==> config.mk <==
export PLATFORM = sky130hd
export DESIGN_NAME = slip_qualifier
export DESIGN_NICKNAME = d
export VERILOG_FILES = /design/src/rtl/slipq_pkg.sv /design/src/rtl/slipq_sync.sv /design/src/rtl/slipq_cfg.sv /design/src/rtl/slipq_counter.sv /design/src/rtl/slip_qualifier.sv
export SDC_FILE = /design/constraint.sdc
export NUM_CORES = 1
export LEC_CHECK = 0
export ABC_AREA = 1
export ABC_CLOCK_PERIOD_IN_PS = 2300
export BUFFER_PORTS_ARGS = -buffer_cell sky130_fd_sc_hd__buf_2
export CAP_MARGIN = 5
export CORE_MARGIN = 1
export CORE_UTILIZATION = 54
export CTS_CLUSTER_DIAMETER = 120
export DETAILED_ROUTE_END_ITERATION = 8
export PLACE_DENSITY = 0.88
export SLEW_MARGIN = 20
export SYNTH_ARGS = -nofsm -noshare
export SYNTH_HDL_FRONTEND = slang
export SYNTH_SLANG_ARGS = --single-unit
==> constraint.sdc <==
create_clock -name clk -period 2.3 [get_ports clk]
set_clock_uncertainty 0.05 [all_clocks]
set_input_delay 0.23 -clock clk [delete_from_list [all_inputs] [get_ports clk]]
set_output_delay 0.23 -clock clk [all_outputs]
set_load 0.005 [all_outputs]
==> src/rtl/slipq_pkg.sv <==
package slipq_pkg;
  localparam int CNT_W = 6;
  localparam int KEY_W = 4;
  localparam logic [KEY_W-1:0] KEY_OFF = 4'h5;
  localparam logic [KEY_W-1:0] KEY_BAD = 4'hF;

  // filtering is live only for an enabling key and a nonzero width
  function automatic logic filter_on(input logic [KEY_W-1:0] key,
                                     input logic [CNT_W-1:0] width);
    return (key != KEY_OFF) && (key != KEY_BAD) && (width != '0);
  endfunction

  // width reached once at most one cycle of the count is left
  function automatic logic width_met(input logic [CNT_W-1:0] left);
    return left <= CNT_W'(1);
  endfunction
endpackage

==> src/rtl/slipq_sync.sv <==
module slipq_sync #(
  parameter int STAGES = 2
) (
  input  logic clk,
  input  logic rst_n,
  input  logic d,
  output logic q
);
  logic [STAGES-1:0] chain;

  generate
    for (genvar i = 0; i < STAGES; i++) begin : g_stage
      always_ff @(posedge clk or negedge rst_n) begin
        if (!rst_n) chain[i] <= 1'b0;
        else if (i == 0) chain[i] <= d;
        else chain[i] <= chain[(i == 0) ? 0 : i-1];
      end
    end
  endgenerate

  assign q = chain[STAGES-1];
endmodule

==> src/rtl/slipq_cfg.sv <==
module slipq_cfg
  import slipq_pkg::*;
(
  input  logic             clk,
  input  logic             rst_n,
  input  logic             wr,
  input  logic             priv,
  input  logic [CNT_W-1:0] wdata_count,
  input  logic [KEY_W-1:0] wdata_key,
  output logic [CNT_W-1:0] count_q,
  output logic [KEY_W-1:0] key_q
);
  always_ff @(posedge clk or negedge rst_n) begin
    if (!rst_n) begin
      count_q <= '0;
      key_q   <= KEY_OFF;
    end else if (wr && priv) begin
      count_q <= wdata_count;
      key_q   <= wdata_key;
    end
  end
endmodule

==> src/rtl/slipq_counter.sv <==
module slipq_counter
  import slipq_pkg::*;
(
  input  logic             clk,
  input  logic             rst_n,
  input  logic             sync_slip,
  input  logic             active,
  input  logic [CNT_W-1:0] load_val,
  output logic [CNT_W-1:0] left,
  output logic             hit
);
  always_ff @(posedge clk or negedge rst_n) begin
    if (!rst_n) left <= '0;
    else if (!sync_slip || !active) left <= load_val;
    else if (left != '0) left <= left - CNT_W'(1);
  end

  assign hit = sync_slip && width_met(left);
endmodule

==> src/rtl/slip_qualifier.sv <==
module slip_qualifier
  import slipq_pkg::*;
#(
  parameter int SYNC_STAGES = 2
) (
  input  logic             clk,
  input  logic             rst_n,
  input  logic             slip_raw,
  input  logic             cfg_wr,
  input  logic             cfg_priv,
  input  logic [CNT_W-1:0] cfg_wdata_count,
  input  logic [KEY_W-1:0] cfg_wdata_key,
  input  logic             sts_clr,
  output logic [CNT_W-1:0] cfg_rd_count,
  output logic [KEY_W-1:0] cfg_rd_key,
  output logic             slip_flag,
  output logic             slip_sticky
);
  logic             sync_slip;
  logic             filt_active;
  logic             qual_hit;
  logic [CNT_W-1:0] cnt_left;

  slipq_sync #(.STAGES(SYNC_STAGES)) u_sync (
    .clk(clk), .rst_n(rst_n), .d(slip_raw), .q(sync_slip)
  );

  slipq_cfg u_cfg (
    .clk(clk), .rst_n(rst_n), .wr(cfg_wr), .priv(cfg_priv),
    .wdata_count(cfg_wdata_count), .wdata_key(cfg_wdata_key),
    .count_q(cfg_rd_count), .key_q(cfg_rd_key)
  );

  assign filt_active = filter_on(cfg_rd_key, cfg_rd_count);

  slipq_counter u_cnt (
    .clk(clk), .rst_n(rst_n), .sync_slip(sync_slip), .active(filt_active),
    .load_val(cfg_rd_count), .left(cnt_left), .hit(qual_hit)
  );

  always_ff @(posedge clk or negedge rst_n) begin
    if (!rst_n) begin
      slip_flag   <= 1'b0;
      slip_sticky <= 1'b0;
    end else begin
      slip_flag   <= filt_active ? qual_hit : sync_slip;
      slip_sticky <= slip_flag | (slip_sticky & ~sts_clr);
    end
  end
endmodule

==> metrics.txt <==
# TYPE chip_impl_metric gauge
chip_impl_info{name="run_status",value="finished, final reports clean"} 1
chip_impl_info{name="worst_reg2reg_path_startpoint",value="u_cnt.left[0]"} 1
chip_impl_metric{name="power_per_cell_area",unit="nW/um^2"} 771
chip_impl_info{name="critical_path.startpoint_type",value="register"} 1
chip_impl_info{name="hold_path_startpoint",value="sts_clr"} 1
chip_impl_metric{name="post_drt_via_cell_ratio",unit=""} 4.74
chip_impl_metric{name="place.detailed.instances",unit=""} 161
chip_impl_metric{name="antenna_cells",unit=""} 0
chip_impl_metric{name="filler_cell_count_in_the_final_layout",unit=""} 136
chip_impl_metric{name="timing.final.crit_period",unit="ps"} 1360
chip_impl_metric{name="sequential_cell_area",unit="um^2"} 503
chip_impl_metric{name="rrSetupSlack",unit="ps"} 940
chip_impl_metric{name="worst-r2r-cell-count",unit=""} 5
chip_impl_metric{name="postCtsHoldBufs",unit=""} 2
chip_impl_info{name="timing.hold.worst_endpoint",value="slip_sticky"} 1
chip_impl_metric{name="drt_wl_total",unit="mm"} 1.89
chip_impl_metric{name="flow.area_growth_from_synthesis",unit="%"} 21.9
chip_impl_metric{name="post-cts-setup-buffer-count",unit=""} 0
chip_impl_info{name="cp_cell_sequence",value="inv_1 > ha_1 > o211a_1 > o21ai_0 > inv_1"} 1
chip_impl_info{name="critical-path-slowest-cell",value="sky130_fd_sc_hd__dfrtp_1"} 1
chip_impl_metric{name="grt_max_degree",unit=""} 21
chip_impl_metric{name="clockBufferDepth",unit=""} 2
chip_impl_metric{name="synth_nets",unit=""} 129
chip_impl_info{name="ctsRootBufferMaster",value="sky130_fd_sc_hd__clkbuf_4"} 1
chip_impl_metric{name="netlist_area",unit="um^2"} 995
chip_impl_info{name="crit-reg2reg-capture",value="slip_flag"} 1
chip_impl_metric{name="worst_hold_path.num_cells",unit=""} 2
chip_impl_metric{name="drt-initial-drc-count",unit=""} 32
chip_impl_metric{name="die_h",unit="um"} 44.9
chip_impl_metric{name="drcViolationCount",unit=""} 0
chip_impl_info{name="timing.critical_path.mode_cell",value="sky130_fd_sc_hd__inv_1"} 1
chip_impl_metric{name="vdd_drop_max",unit="uV"} 523
chip_impl_metric{name="placementRows",unit=""} 15
chip_impl_metric{name="initial_antenna_violation_count",unit=""} 0
chip_impl_info{name="setup.worst_path.end_class",value="register"} 1
chip_impl_metric{name="antenna_left",unit=""} 0
chip_impl_metric{name="grt_pass1_vias",unit=""} 746
chip_impl_metric{name="place_congestion",unit=""} 0.832
chip_impl_metric{name="numClockSinks",unit=""} 20
chip_impl_info{name="global_route.peak_usage_layer",value="met2"} 1
chip_impl_metric{name="floorplan.io_pins",unit=""} 28
chip_impl_info{name="worst_hold_path_type",value="in -> reg"} 1
chip_impl_info{name="timing.critical_path.max_delay_family",value="flip-flops"} 1
chip_impl_metric{name="cts.clk_slew.worst_paths",unit="ps"} 110
chip_impl_metric{name="timing_max_transition_violations_final",unit=""} 0
chip_impl_metric{name="worst_slew_pin_slew",unit="ps"} 515
chip_impl_metric{name="core",unit="um^2"} 1730
chip_impl_metric{name="cp.buffers_inverters",unit=""} 2
chip_impl_metric{name="finalSetupViolCount",unit=""} 0
chip_impl_metric{name="cts_inserted_buffers",unit=""} 3
chip_impl_metric{name="design_area",unit="um^2"} 1210
chip_impl_metric{name="grt.total_usage",unit="%"} 21.7
chip_impl_metric{name="critical_path_arrival",unit="ps"} 1510
chip_impl_metric{name="worstSetupPathDepth",unit=""} 5
chip_impl_metric{name="yosys_reg_bits",unit=""} 20
chip_impl_metric{name="met1_usage",unit="%"} 26.3
chip_impl_metric{name="vias",unit=""} 791
chip_impl_metric{name="post-dp-hpwl",unit="mm"} 1.47
chip_impl_metric{name="globalRoute.totalOverflow",unit=""} 0
chip_impl_metric{name="synth.avg_cell_area",unit="um^2"} 9.04
chip_impl_metric{name="ctsHtreeMaxLevel",unit=""} 1
chip_impl_info{name="timing.setup.critical_path_class",value="reg -> reg"} 1
chip_impl_metric{name="multiInputGateArea",unit="um^2"} 415
chip_impl_metric{name="post_layout_cell_count",unit=""} 167
chip_impl_metric{name="synth_cells",unit=""} 110
chip_impl_info{name="cts_tree",value="yes"} 1
chip_impl_metric{name="grt_first_pass_wirelength",unit="mm"} 3.13
chip_impl_metric{name="placement.io_buffers",unit=""} 27
chip_impl_metric{name="synth_enable_flop_cells",unit=""} 0
chip_impl_metric{name="cts_resized",unit=""} 0
chip_impl_metric{name="leakagePower",unit="nW"} 0.678
chip_impl_metric{name="clock.fmax",unit="GHz"} 0.735
chip_impl_metric{name="grtUsageMet2",unit="%"} 39.4
chip_impl_metric{name="async_reset_ff_share",unit="%"} 100
chip_impl_info{name="most_common_flop_cell_mapped_by_yosys",value="sky130_fd_sc_hd__dfrtp_1"} 1
chip_impl_metric{name="cp.required",unit="ps"} 2450
chip_impl_info{name="rsz0062_at_grt",value="no"} 1
chip_impl_metric{name="layout-drive-gt1-share",unit="%"} 31.0
chip_impl_metric{name="synth-warning-count",unit=""} 0
chip_impl_metric{name="final_hold_viols",unit=""} 0
chip_impl_metric{name="finalCritPeriodShare",unit="%"} 59.1
chip_impl_metric{name="floorplan.initialDensity",unit="%"} 57.6
chip_impl_metric{name="setup_tns",unit="ps"} 0
chip_impl_metric{name="detail_route.wl_per_cell",unit="um"} 11.3
chip_impl_metric{name="crit_path_max_incr_delay",unit="ps"} 420
chip_impl_metric{name="cp_max_fo",unit=""} 4
chip_impl_metric{name="worst_skew_pair.late_latency",unit="ps"} 300
chip_impl_metric{name="die_x",unit="um"} 44.9
chip_impl_metric{name="dieArea",unit="um^2"} 2020
chip_impl_metric{name="timing.slew.headroom",unit="%"} 65.6
chip_impl_metric{name="detailedRoute.firstPassIterationCount",unit=""} 4
chip_impl_metric{name="number_of_distinct_library_cells_after_synthesis",unit=""} 21
chip_impl_metric{name="whs",unit="ps"} 46.9
chip_impl_metric{name="final_core_utilization",unit="%"} 70.2
chip_impl_metric{name="area_post_placement",unit="um^2"} 1160
chip_impl_metric{name="grtUsageMet3",unit="%"} 4.00
chip_impl_metric{name="synth_seq_area_share",unit="%"} 50.6
chip_impl_metric{name="final_nets",unit=""} 162
chip_impl_metric{name="max_cap_viol_count",unit=""} 0
==> routing by layer <==
metal / part of all wire (%) / vias up / wire (um)
met4: 0 / 0 / 0
met3: 4.3 / 0 / 81
met2: 54 / 24 / 1010
met1: 42 / 358 / 792
met5: 0 / - / 0
li1: - / 409 / -
==> kinds of logic after synthesis <==
logic type	Yosys count	synth area share [%]
multiplexers	4	4.53
buffers and inverters	20	7.67
AND/OR/NAND/NOR	46	22.6
adder cells (fa/ha/maj)	3	3.77
AO/OA/AOI/OAI	15	9.06
XOR/XNOR	2	1.76
flip-flops	20	50.6
==> placed cells by master (no fill, tap or decap), drive strengths merged <==
cell type and instances:
xor2 2, clkbuf 4, nand2 23, nor2 14, dfrtp 18, inv 19, ha 3, a21oi 8
o211a 1, buf 27, o21bai 1, nand3 7, nand4 1, dfstp 2, nor3 1, dlygate4sd3 2
o21ai 5, mux2 4
==> layout make-up <==
type                            instances  area share (%)
Multi-Input combinational cell         70            34.3
Tap cell                               25            2.58
Sequential cell                        20            41.5
Inverter                               19            5.88
Clock buffer                            4            2.99
Timing Repair Buffer                   29            12.8
==> state kept, by name (all words and copies together), names as in the netlist <==
| signal | flops |
|---|---|
| u_cnt.left | 6 |
| u_cfg.count_q | 6 |
| u_sync.q | 1 |
| u_sync.chain | 1 |
| slip_sticky | 1 |
| u_cfg.key_q | 4 |
| slip_flag | 1 |
==> where the power goes <==
group / internal, W / total [W] / switching (W)
clock: 0.0000966 / 0.000200 / 0.000104
sequential: 0.000413 / 0.000476 / 0.0000627
combinational: 0.000113 / 0.000259 / 0.000146
==> Yosys cell counts, types with 2 or more instances <==
| cell type | n | area [um^2] |
|---|---|---|
| sky130_fd_sc_hd__ha_1 | 3 | 37.5 |
| sky130_fd_sc_hd__o21ai_0 | 3 | 15.0 |
| sky130_fd_sc_hd__nand3_4 | 2 | 35.0 |
| sky130_fd_sc_hd__dfrtp_1 | 18 | 450 |
| sky130_fd_sc_hd__nor2_1 | 12 | 45.0 |
| sky130_fd_sc_hd__dfstp_2 | 2 | 52.6 |
| sky130_fd_sc_hd__xor2_1 | 2 | 17.5 |
| sky130_fd_sc_hd__o21ai_1 | 2 | 10.0 |
| sky130_fd_sc_hd__mux2_2 | 4 | 45.0 |
| sky130_fd_sc_hd__a21oi_1 | 6 | 30.0 |
| sky130_fd_sc_hd__nand3_1 | 5 | 25.0 |
| sky130_fd_sc_hd__nor2_4 | 2 | 22.5 |
| sky130_fd_sc_hd__inv_1 | 18 | 67.6 |
| sky130_fd_sc_hd__nand2_1 | 23 | 86.3 |
| sky130_fd_sc_hd__a21oi_2 | 2 | 17.5 |
==> metrics by stage <==
stage / worst slack, ps / total power [W]
floorplan: 1060 / 0.000646
global placement: 1030 / 0.000718
detailed placement: 948 / 0.000737
CTS: 931 / 0.000939
global route: 834 / 0.000998
finish: 940 / 0.000935
==> worst max path at each step <==
stage | from | end | slack, ps
global route | u_cnt.left[0] | u_cnt.left[0] | 830
finish | u_cnt.left[0] | slip_flag | 940
detailed placement | u_cnt.left[0] | slip_flag | 950
global placement | u_cnt.left[0] | slip_flag | 1030
CTS | u_cnt.left[0] | slip_flag | 930
floorplan | u_cnt.left[0] | slip_flag | 1060
Power figures use the tool's default switching activity.
